--- src/rtl/smpl_fifo_pkg.sv ---
package smpl_fifo_pkg;

   localparam int N_SRC = 6;

   // interrupt source positions in the mask and source vectors
   typedef enum int {
      SRC_EMPTY   = 0,
      SRC_AEMPTY  = 1,
      SRC_FULL    = 2,
      SRC_AFULL   = 3,
      SRC_STARVE  = 4,
      SRC_OVFL    = 5
   } src_idx_e;

   typedef struct packed {
      logic afull;
      logic full;
      logic aempty;
      logic empty;
   } level_flags_t;

endpackage

--- src/rtl/smpl_fifo_store.sv ---
module smpl_fifo_store #(
   parameter int DEPTH  = 32,
   parameter int DATA_W = 16,
   localparam int PTR_W = $clog2(DEPTH),
   localparam int CNT_W = $clog2(DEPTH + 1)
) (
   input  logic              clk,
   input  logic              rst_n,
   input  logic              flush,
   input  logic              push,
   input  logic [DATA_W-1:0] push_data,
   input  logic              pop,
   output logic [DATA_W:0]   pop_word,
   output logic [CNT_W-1:0]  fill
);

   logic [DATA_W-1:0] mem [DEPTH];
   logic [PTR_W-1:0]  wptr, rptr;

   always_ff @(posedge clk) begin
      if (push) mem[wptr] <= push_data;
   end

   always_ff @(posedge clk or negedge rst_n) begin
      if (!rst_n) begin
         wptr <= '0;
         rptr <= '0;
         fill <= '0;
      end else if (flush) begin
         wptr <= '0;
         rptr <= '0;
         fill <= '0;
      end else begin
         if (push) wptr <= wptr + PTR_W'(1);
         if (pop)  rptr <= rptr + PTR_W'(1);
         fill <= fill + CNT_W'(push) - CNT_W'(pop);
      end
   end

   always_ff @(posedge clk or negedge rst_n) begin
      if (!rst_n)   pop_word <= '0;
      else if (pop) pop_word <= {1'b1, mem[rptr]};
      else          pop_word <= '0;
   end

endmodule

--- src/rtl/smpl_fifo_level.sv ---
module smpl_fifo_level
   import smpl_fifo_pkg::*;
#(
   parameter int DEPTH = 32,
   parameter int DIP_W = 6,
   localparam int CNT_W = $clog2(DEPTH + 1),
   localparam int SUM_W = ((CNT_W > DIP_W) ? CNT_W : DIP_W) + 1
) (
   input  logic [CNT_W-1:0] fill,
   input  logic [DIP_W-1:0] dip,
   output level_flags_t     flags
);

   logic [SUM_W-1:0] fill_x, dip_x, sum_x;

   always_comb begin
      fill_x       = SUM_W'(fill);
      dip_x        = SUM_W'(dip);
      sum_x        = fill_x + dip_x;
      flags.empty  = (fill == '0);
      flags.full   = (fill_x == SUM_W'(DEPTH));
      flags.aempty = (fill_x <= dip_x);
      flags.afull  = (sum_x >= SUM_W'(DEPTH));
   end

endmodule

--- src/rtl/smpl_fifo_irq_ctl.sv ---
module smpl_fifo_irq_ctl
   import smpl_fifo_pkg::*;
(
   input  logic             clk,
   input  logic             rst_n,
   input  level_flags_t     flags,
   input  logic             starve_evt,
   input  logic             ovfl_evt,
   input  logic [N_SRC-1:0] mask,
   input  logic             global_en,
   input  logic             clear,
   output logic             starve_q,
   output logic             ovfl_q,
   output logic             pending_q
);

   logic [N_SRC-1:0] src, hit;

   always_comb begin
      src              = '0;
      src[SRC_EMPTY]   = flags.empty;
      src[SRC_AEMPTY]  = flags.aempty;
      src[SRC_FULL]    = flags.full;
      src[SRC_AFULL]   = flags.afull;
      src[SRC_STARVE]  = starve_evt;
      src[SRC_OVFL]    = ovfl_evt;
   end

   for (genvar g = 0; g < N_SRC; g++) begin : g_gate
      assign hit[g] = src[g] & mask[g];
   end

   always_ff @(posedge clk or negedge rst_n) begin
      if (!rst_n) begin
         starve_q  <= 1'b0;
         ovfl_q    <= 1'b0;
         pending_q <= 1'b0;
      end else begin
         starve_q  <= (starve_q & ~clear) | starve_evt;
         ovfl_q    <= (ovfl_q & ~clear) | ovfl_evt;
         pending_q <= (pending_q & ~clear) | (global_en & (|hit));
      end
   end

endmodule

--- src/rtl/smpl_fifo_irq.sv ---
module smpl_fifo_irq
   import smpl_fifo_pkg::*;
#(
   parameter int DEPTH  = 32,
   parameter int DATA_W = 16,
   parameter int DIP_W  = 6,
   localparam int CNT_W = $clog2(DEPTH + 1)
) (
   input  logic              clk,
   input  logic              rst_n,
   input  logic              fifo_en,
   input  logic              dma_en,
   input  logic [DIP_W-1:0]  dipstick,
   input  logic              wr_en,
   input  logic [DATA_W-1:0] wr_data,
   input  logic              rd_en,
   output logic [DATA_W:0]   rd_data,
   output logic [CNT_W-1:0]  count,
   output logic              empty,
   output logic              almost_empty,
   output logic              full,
   output logic              almost_full,
   output logic              starve_err,
   output logic              ovfl_err,
   output logic              dma_req,
   input  logic [N_SRC-1:0]  irq_mask,
   input  logic              irq_global_en,
   input  logic              irq_clear,
   output logic              irq_pending
);

   if (DEPTH < 4 || (DEPTH & (DEPTH - 1)) != 0) begin : g_bad_depth
      $error("smpl_fifo_irq: DEPTH must be a power of two of at least 4");
   end
   if (DATA_W < 1) begin : g_bad_width
      $error("smpl_fifo_irq: DATA_W must be positive");
   end
   if (DIP_W < 1) begin : g_bad_dip
      $error("smpl_fifo_irq: DIP_W must be positive");
   end

   level_flags_t flags;
   logic         push_ok, pop_ok, starve_evt, ovfl_evt;

   assign push_ok    = fifo_en & wr_en & ~flags.full;
   assign pop_ok     = fifo_en & rd_en & ~flags.empty;
   assign ovfl_evt   = fifo_en & wr_en & flags.full;
   assign starve_evt = fifo_en & rd_en & flags.empty;

   smpl_fifo_store #(.DEPTH(DEPTH), .DATA_W(DATA_W)) u_store (
      .clk       (clk),
      .rst_n     (rst_n),
      .flush     (~fifo_en),
      .push      (push_ok),
      .push_data (wr_data),
      .pop       (pop_ok),
      .pop_word  (rd_data),
      .fill      (count)
   );

   smpl_fifo_level #(.DEPTH(DEPTH), .DIP_W(DIP_W)) u_level (
      .fill  (count),
      .dip   (dipstick),
      .flags (flags)
   );

   smpl_fifo_irq_ctl u_irq (
      .clk        (clk),
      .rst_n      (rst_n),
      .flags      (flags),
      .starve_evt (starve_evt),
      .ovfl_evt   (ovfl_evt),
      .mask       (irq_mask),
      .global_en  (irq_global_en),
      .clear      (irq_clear),
      .starve_q   (starve_err),
      .ovfl_q     (ovfl_err),
      .pending_q  (irq_pending)
   );

   assign empty        = flags.empty;
   assign almost_empty = flags.aempty;
   assign full         = flags.full;
   assign almost_full  = flags.afull;
   assign dma_req      = dma_en & fifo_en & ~flags.empty;

endmodule

--- config.mk ---
export PLATFORM = sky130hd
export DESIGN_NAME = smpl_fifo_irq
export DESIGN_NICKNAME = d
export VERILOG_FILES = /design/src/rtl/smpl_fifo_pkg.sv /design/src/rtl/smpl_fifo_store.sv /design/src/rtl/smpl_fifo_level.sv /design/src/rtl/smpl_fifo_irq_ctl.sv /design/src/rtl/smpl_fifo_irq.sv
export SDC_FILE = /design/constraint.sdc
export NUM_CORES = 1
export LEC_CHECK = 0
export ABC_AREA = 1
export BUFFER_PORTS_ARGS = -buffer_cell sky130_fd_sc_hd__buf_2
export CORE_MARGIN = 2
export CORE_UTILIZATION = 58
export DETAILED_ROUTE_END_ITERATION = 6
export PLACE_DENSITY = 0.87
export SETUP_SLACK_MARGIN = 0.1
export SLEW_MARGIN = 20
export SYNTH_ARGS = -nofsm -noshare
export SYNTH_HDL_FRONTEND = slang
export SYNTH_SLANG_ARGS = --single-unit
--- constraint.sdc ---
create_clock -name clk -period 6.8 [get_ports clk]
set_clock_uncertainty 0.15 [all_clocks]
set_input_delay 1.36 -clock clk [delete_from_list [all_inputs] [get_ports clk]]
set_output_delay 1.36 -clock clk [all_outputs]
set_load 0.1 [all_outputs]
After elaboration in Yosys (flattened, before gate mapping). Memories as Yosys holds them, arrays and structs flattened. Index checks and enable logic that the tools add are counted.

Register bits: 36. Bits in writable memories: 512. Bits of input ports: 36. Word-level logic and storage cells: 52. Memories kept: 1.

Memory list: u_store.mem (words 32, width 16, rd ports 1, clocked after memory_dff 0, write ports 1, line smpl_fifo_store.sv:17) `logic [DATA_W-1:0] mem [DEPTH];`.

Add/subtract/negate cells: 5. $lt $le $gt $ge: 2. Eq/ne operators: 3. Mux-type cells: 8. Bitwise gates (word level): 24. Reduce and logical (&&, ||, !) cells: 2.

Operators with widths (count): $mux W5 (4); $and A1 B1 Y1 (18); $mux W17 (1); $add A5 B1 Y5 const B (2); $add A6 B6 Y7 (1); $ge A7 B6 Y1 const B (1); $add A6 B1 Y6 (1); $eq A6 B6 Y1 const B (1); $le A6 B6 Y1 (1); $logic_not A6 Y1 (1); $mux W6 (1); $reduce_or A6 Y1 (1); $sub A6 B1 Y6 (1); $ne A2 B1 Y1 const B (2); $not A1 Y1 (3); $or A1 B1 Y1 (3); $mux W1 (2).

Longest topological paths before layout.
Word-level depth: 6. Gate-level depth with buffers: 17.

Hierarchy. Synthesis repeated with hierarchy kept, for this count alone.

Cells, all modules: 2156. Area, all modules: 23304.9 um^2.

Modules (own cells, without submodules): smpl_fifo_store (times used 1, cells each 2073, area an instance 22766.8 um^2, sequential area each 16200.5 um^2); smpl_fifo_level (times used 1, cells each 51, area an instance 345.3 um^2, sequential area each 0.0 um^2); smpl_fifo_irq_ctl (times used 1, cells each 21, area an instance 151.4 um^2, sequential area each 75.1 um^2); smpl_fifo_irq (times used 1, cells each 11, area an instance 41.3 um^2, sequential area each 0.0 um^2).

Least setup slack after synthesis. OpenSTA, ideal clock, no wires.

Path type: input to output. Start point: in dipstick[0]. End point: out almost_full. Arrival: 2.899 ns. Required time: 5.290 ns. Path slack: 2.391 ns. Stages on the path: 6. Path buffers: 0. Cell sequence: ha_1 -> fa_1 -> inv_1 -> nand2_1 -> o21bai_1 -> nand3_1.

Word-level cells in the longest chain between the ends: 2.

Ends and longest elaborated chain: start: declaration (line smpl_fifo_irq.sv:13) `input logic [DIP_W-1:0] dipstick,`; $add A6 B6 Y7 (line smpl_fifo_level.sv:19) `sum_x = fill_x + dip_x;`; $ge A7 B6 Y1 (line smpl_fifo_level.sv:23) `flags.afull = (sum_x >= SUM_W'(DEPTH));`; end: declaration (line smpl_fifo_irq.sv:22) `output logic almost_full,`.

Every way passes these cells.

Worst setup path after layout. Ends and elaborated chain as after synthesis.

==> impl_metrics.py <==
metrics = {
    "floorplan": {
        "initial_core_util_pct": 59.1,
        "fp.dieH_um": 203,
        "io_pins": 67,
        "core_area_um2": 38900,
        "fp.dieW_um": 203,
        "rows": 72,
        "die_area_um2": 41300,
    },
    "sta": {
        "worstMarginPinSlew_ns": 1.13,
        "final-hold-violation-count": 0,
        "finalCritPeriodShare_pct": 64.2,
        "fin_crit_ns": 4.36,
        "fmax_mhz": 229,
        "fin_ws_ns": 2.44,
        "setup_viol": 0,
        "slew_viol_final": 0,
        "rsz0062_at_grt": "no",
        "finalSetupTns_ns": 0,
        "slew_headroom_pct": 24.6,
    },
    "layout": {
        "area_growth_syn_to_layout_pct": 10.1,
        "num-nets-final": 2098,
        "drive_gt1_share_pct": 10.0,
        "fillers": 2696,
    },
    "power": {
        "max-vdd-ir-drop_mv": 0.241,
        "p_per_area_nw_per_um2": 354,
        "p_leak_nw": 9.47,
        "p_total_mw": 8.95,
    },
    "clock_tree": {
        "cts.repair.resized": 0,
        "clockBufferDepth": 3,
        "cts_tree": "done",
        "worstSkewPairLatency_ns": 0.58,
        "path_clk_slew_ns": 0.06,
        "root_buffer": "clkbuf_16",
        "cts_setup_buffers": 0,
        "htree_levels": 2,
        "cts_buffers": 53,
        "hold_buffers": 0,
        "cts_sinks": 548,
    },
    "yosys": {
        "syn-num-nets": 2068,
        "ys_warn_count": 0,
        "syn_area_um2": 23000,
        "synth_area_leaders": "edfxtp_1 67%, nand3_1 5.7%, nor2_1 5.4%, nand2_1 5.2%, dfrtp_1 3.9%",
        "synth-seq-cells": 548,
        "synth_area_leader_cell": "edfxtp_1",
        "yosysMostFrequentCell": "edfxtp_1",
        "synth.top_cell.area_share_pct": 66.8,
        "synthCells": 2004,
        "synth_edf_count": 512,
        "syn_area_per_cell_um2": 11.5,
        "synth-async-reset-ratio_pct": 6.57,
        "synthFlopType": "edfxtp_1",
        "synthTopCellsByCount": "512 x edfxtp_1, 328 x nor2_1, 320 x nand2_1, 261 x nand3_1, 159 x inv_1",
        "synth_seq_area_share_pct": 70.7,
        "yosysUniqueCellTypes": 30,
    },
    "placed_design": {
        "place.gp.congestion": 0.947,
        "dp_hpwl_mm": 32.1,
        "post-place-ws_ns": 2.46,
        "port_buffers": 66,
    },
    "detailed_routing": {
        "routed_wl_mm": 57.0,
        "wire_per_inst_um": 22.0,
        "vias": 15700,
        "drt_iter0_markers": 2440,
        "via_per_inst": 6.05,
        "wl_met2_mm": 26.8,
        "dr_wl_met3_mm": 6.79,
        "drt_pre_antenna_iters": 7,
        "highest_layer": "met4",
        "drc": 5,
        "routedLengthMet1_mm": 21.0,
        "ant_nets": 0,
    },
    "worst_setup_path": {
        "endpoint_kind": "primary output",
        "r2r-start": "u_store.rptr[0]",
        "arrival_ns": 2.85,
        "cp-startpoint": "dipstick[0]",
        "crit_required_ns": 5.29,
        "reg2reg_slack_ns": 2.97,
        "critPathMaxFanout": 2,
        "startpoint_type": "primary input",
        "path_class": "primary input to primary output",
    },
    "global_route": {
        "antenna_found_initial": 2,
        "track_usage_pct": 27.6,
        "grt_max_degree": 180,
        "grt-ovfl-total": 0,
        "grt_pass1_vias": 15100,
        "grt_pass1_wl_mm": 86.8,
    },
    "status": {
        "status": "finished with violations",
        "violations": "design-rule violations",
    },
    "worst_hold_path": {
        "hold_path_class": "flip-flop to flip-flop",
        "worstHoldStart": "u_irq.pending_q",
    },
    "flow_run": {
        "drv_cap": 0,
    },
}
-- registers in the layout, summed over array words and instances, names as in the netlist --
register and cells:
u_irq.ovfl_q 1, u_irq.pending_q 1, u_store.pop_word 17, u_store.rptr 5, u_store.mem 512, u_store.fill 6, u_store.wptr 5, u_irq.starve_q 1
-- kinds of logic (layout without fill, tap and decap cells) --
family | Yosys count | in the layout | share of synthesized area, %
buf+inv | 277 | 348 | 5.23
flops | 548 | 548 | 70.7
other cells | 0 | 2 | 0
xor+xnor | 5 | 5 | 0.190
fa+ha+maj | 28 | 28 | 1.59
compound gates | 217 | 217 | 5.47
simple gates | 929 | 929 | 16.8
-- cells in the final DEF (no fill, tap or decap), drive strengths merged --
cell type,Yosys,final
nand2,320,320
diode,0,2
o21ai,139,139
o21bai,1,1
nor2,329,329
xnor2,2,2
buf,83,90
a21oi,6,6
or2,16,16
nand4,2,2
o211ai,64,64
a31oi,1,1
ha,26,26
edfxtp,512,512
bufinv,0,4
clkinv,0,13
clkbuf,32,77
nand3,261,261
inv,162,162
dfrtp,36,36
a211oi,1,1
nor3,1,1
clkinvlp,0,2
xor2,3,3
fa,2,2
o22ai,5,5
-- final timing paths --
path                       depth (start not counted)              endpoint
max in group asynchronous                          1       u_store.rptr[1]
hold / removal                                     2       u_irq.pending_q
hold reg to reg                                    2       u_irq.pending_q
setup reg to reg                                  10   u_store.pop_word[5]
min in group asynchronous                          1  u_store.pop_word[11]
setup / recovery                                   8           almost_full
-- critical path: stages --
cell and delay [ns]:
buf_2 0.11, ha_1 0.22, fa_1 0.39, inv_1 0.10, nand2_1 0.06, o21bai_1 0.16
nand3_1 0.13, buf_2 0.32
-- power by group --
group          total, mW  internal [mW]  switching (mW)
clock               2.87           1.66            1.21
sequential          3.89           3.76           0.124
combinational       2.19          0.527            1.67
total               8.95           5.95            3.00
-- layout make-up --
class | count | area, um2 | area share, %
flip-flops and latches | 548 | 16300 | 64.3
multi-input cells | 1179 | 5570 | 22.0
clock buffers | 77 | 1490 | 5.87
well taps | 518 | 648 | 2.56
inverters | 162 | 618 | 2.44
repair buffers | 90 | 510 | 2.02
clock inverters | 19 | 195 | 0.771
diodes | 2 | 5.00 | 0.0198
-- layer usage --
layer  vias up  global-route usage [%]
met1      7473                    37.2
met5         -                       0
met4         0                    11.8
met2      1098                    44.0
met3       170                    5.77
li1       6949                       -
-- through the flow --
| step | area, um2 | utilization (%) | hold slack [ns] | std cells |
|---|---|---|---|---|
| 2_1_floorplan | 23000 | - | 0.415 | 2004 |
| 3_3_place_gp | 23600 | 60.7 | 0.315 | 2497 |
| 3_5_place_dp | 23600 | 60.7 | 0.311 | 2497 |
| 4_1_cts | 25300 | 65.0 | 0.326 | 2593 |
| 5_1_grt | 25300 | 65.1 | 0.366 | 2593 |
| 6_report | 25300 | 65.1 | 0.321 | 2595 |
No activity file was read; power rests on OpenSTA's default activity.
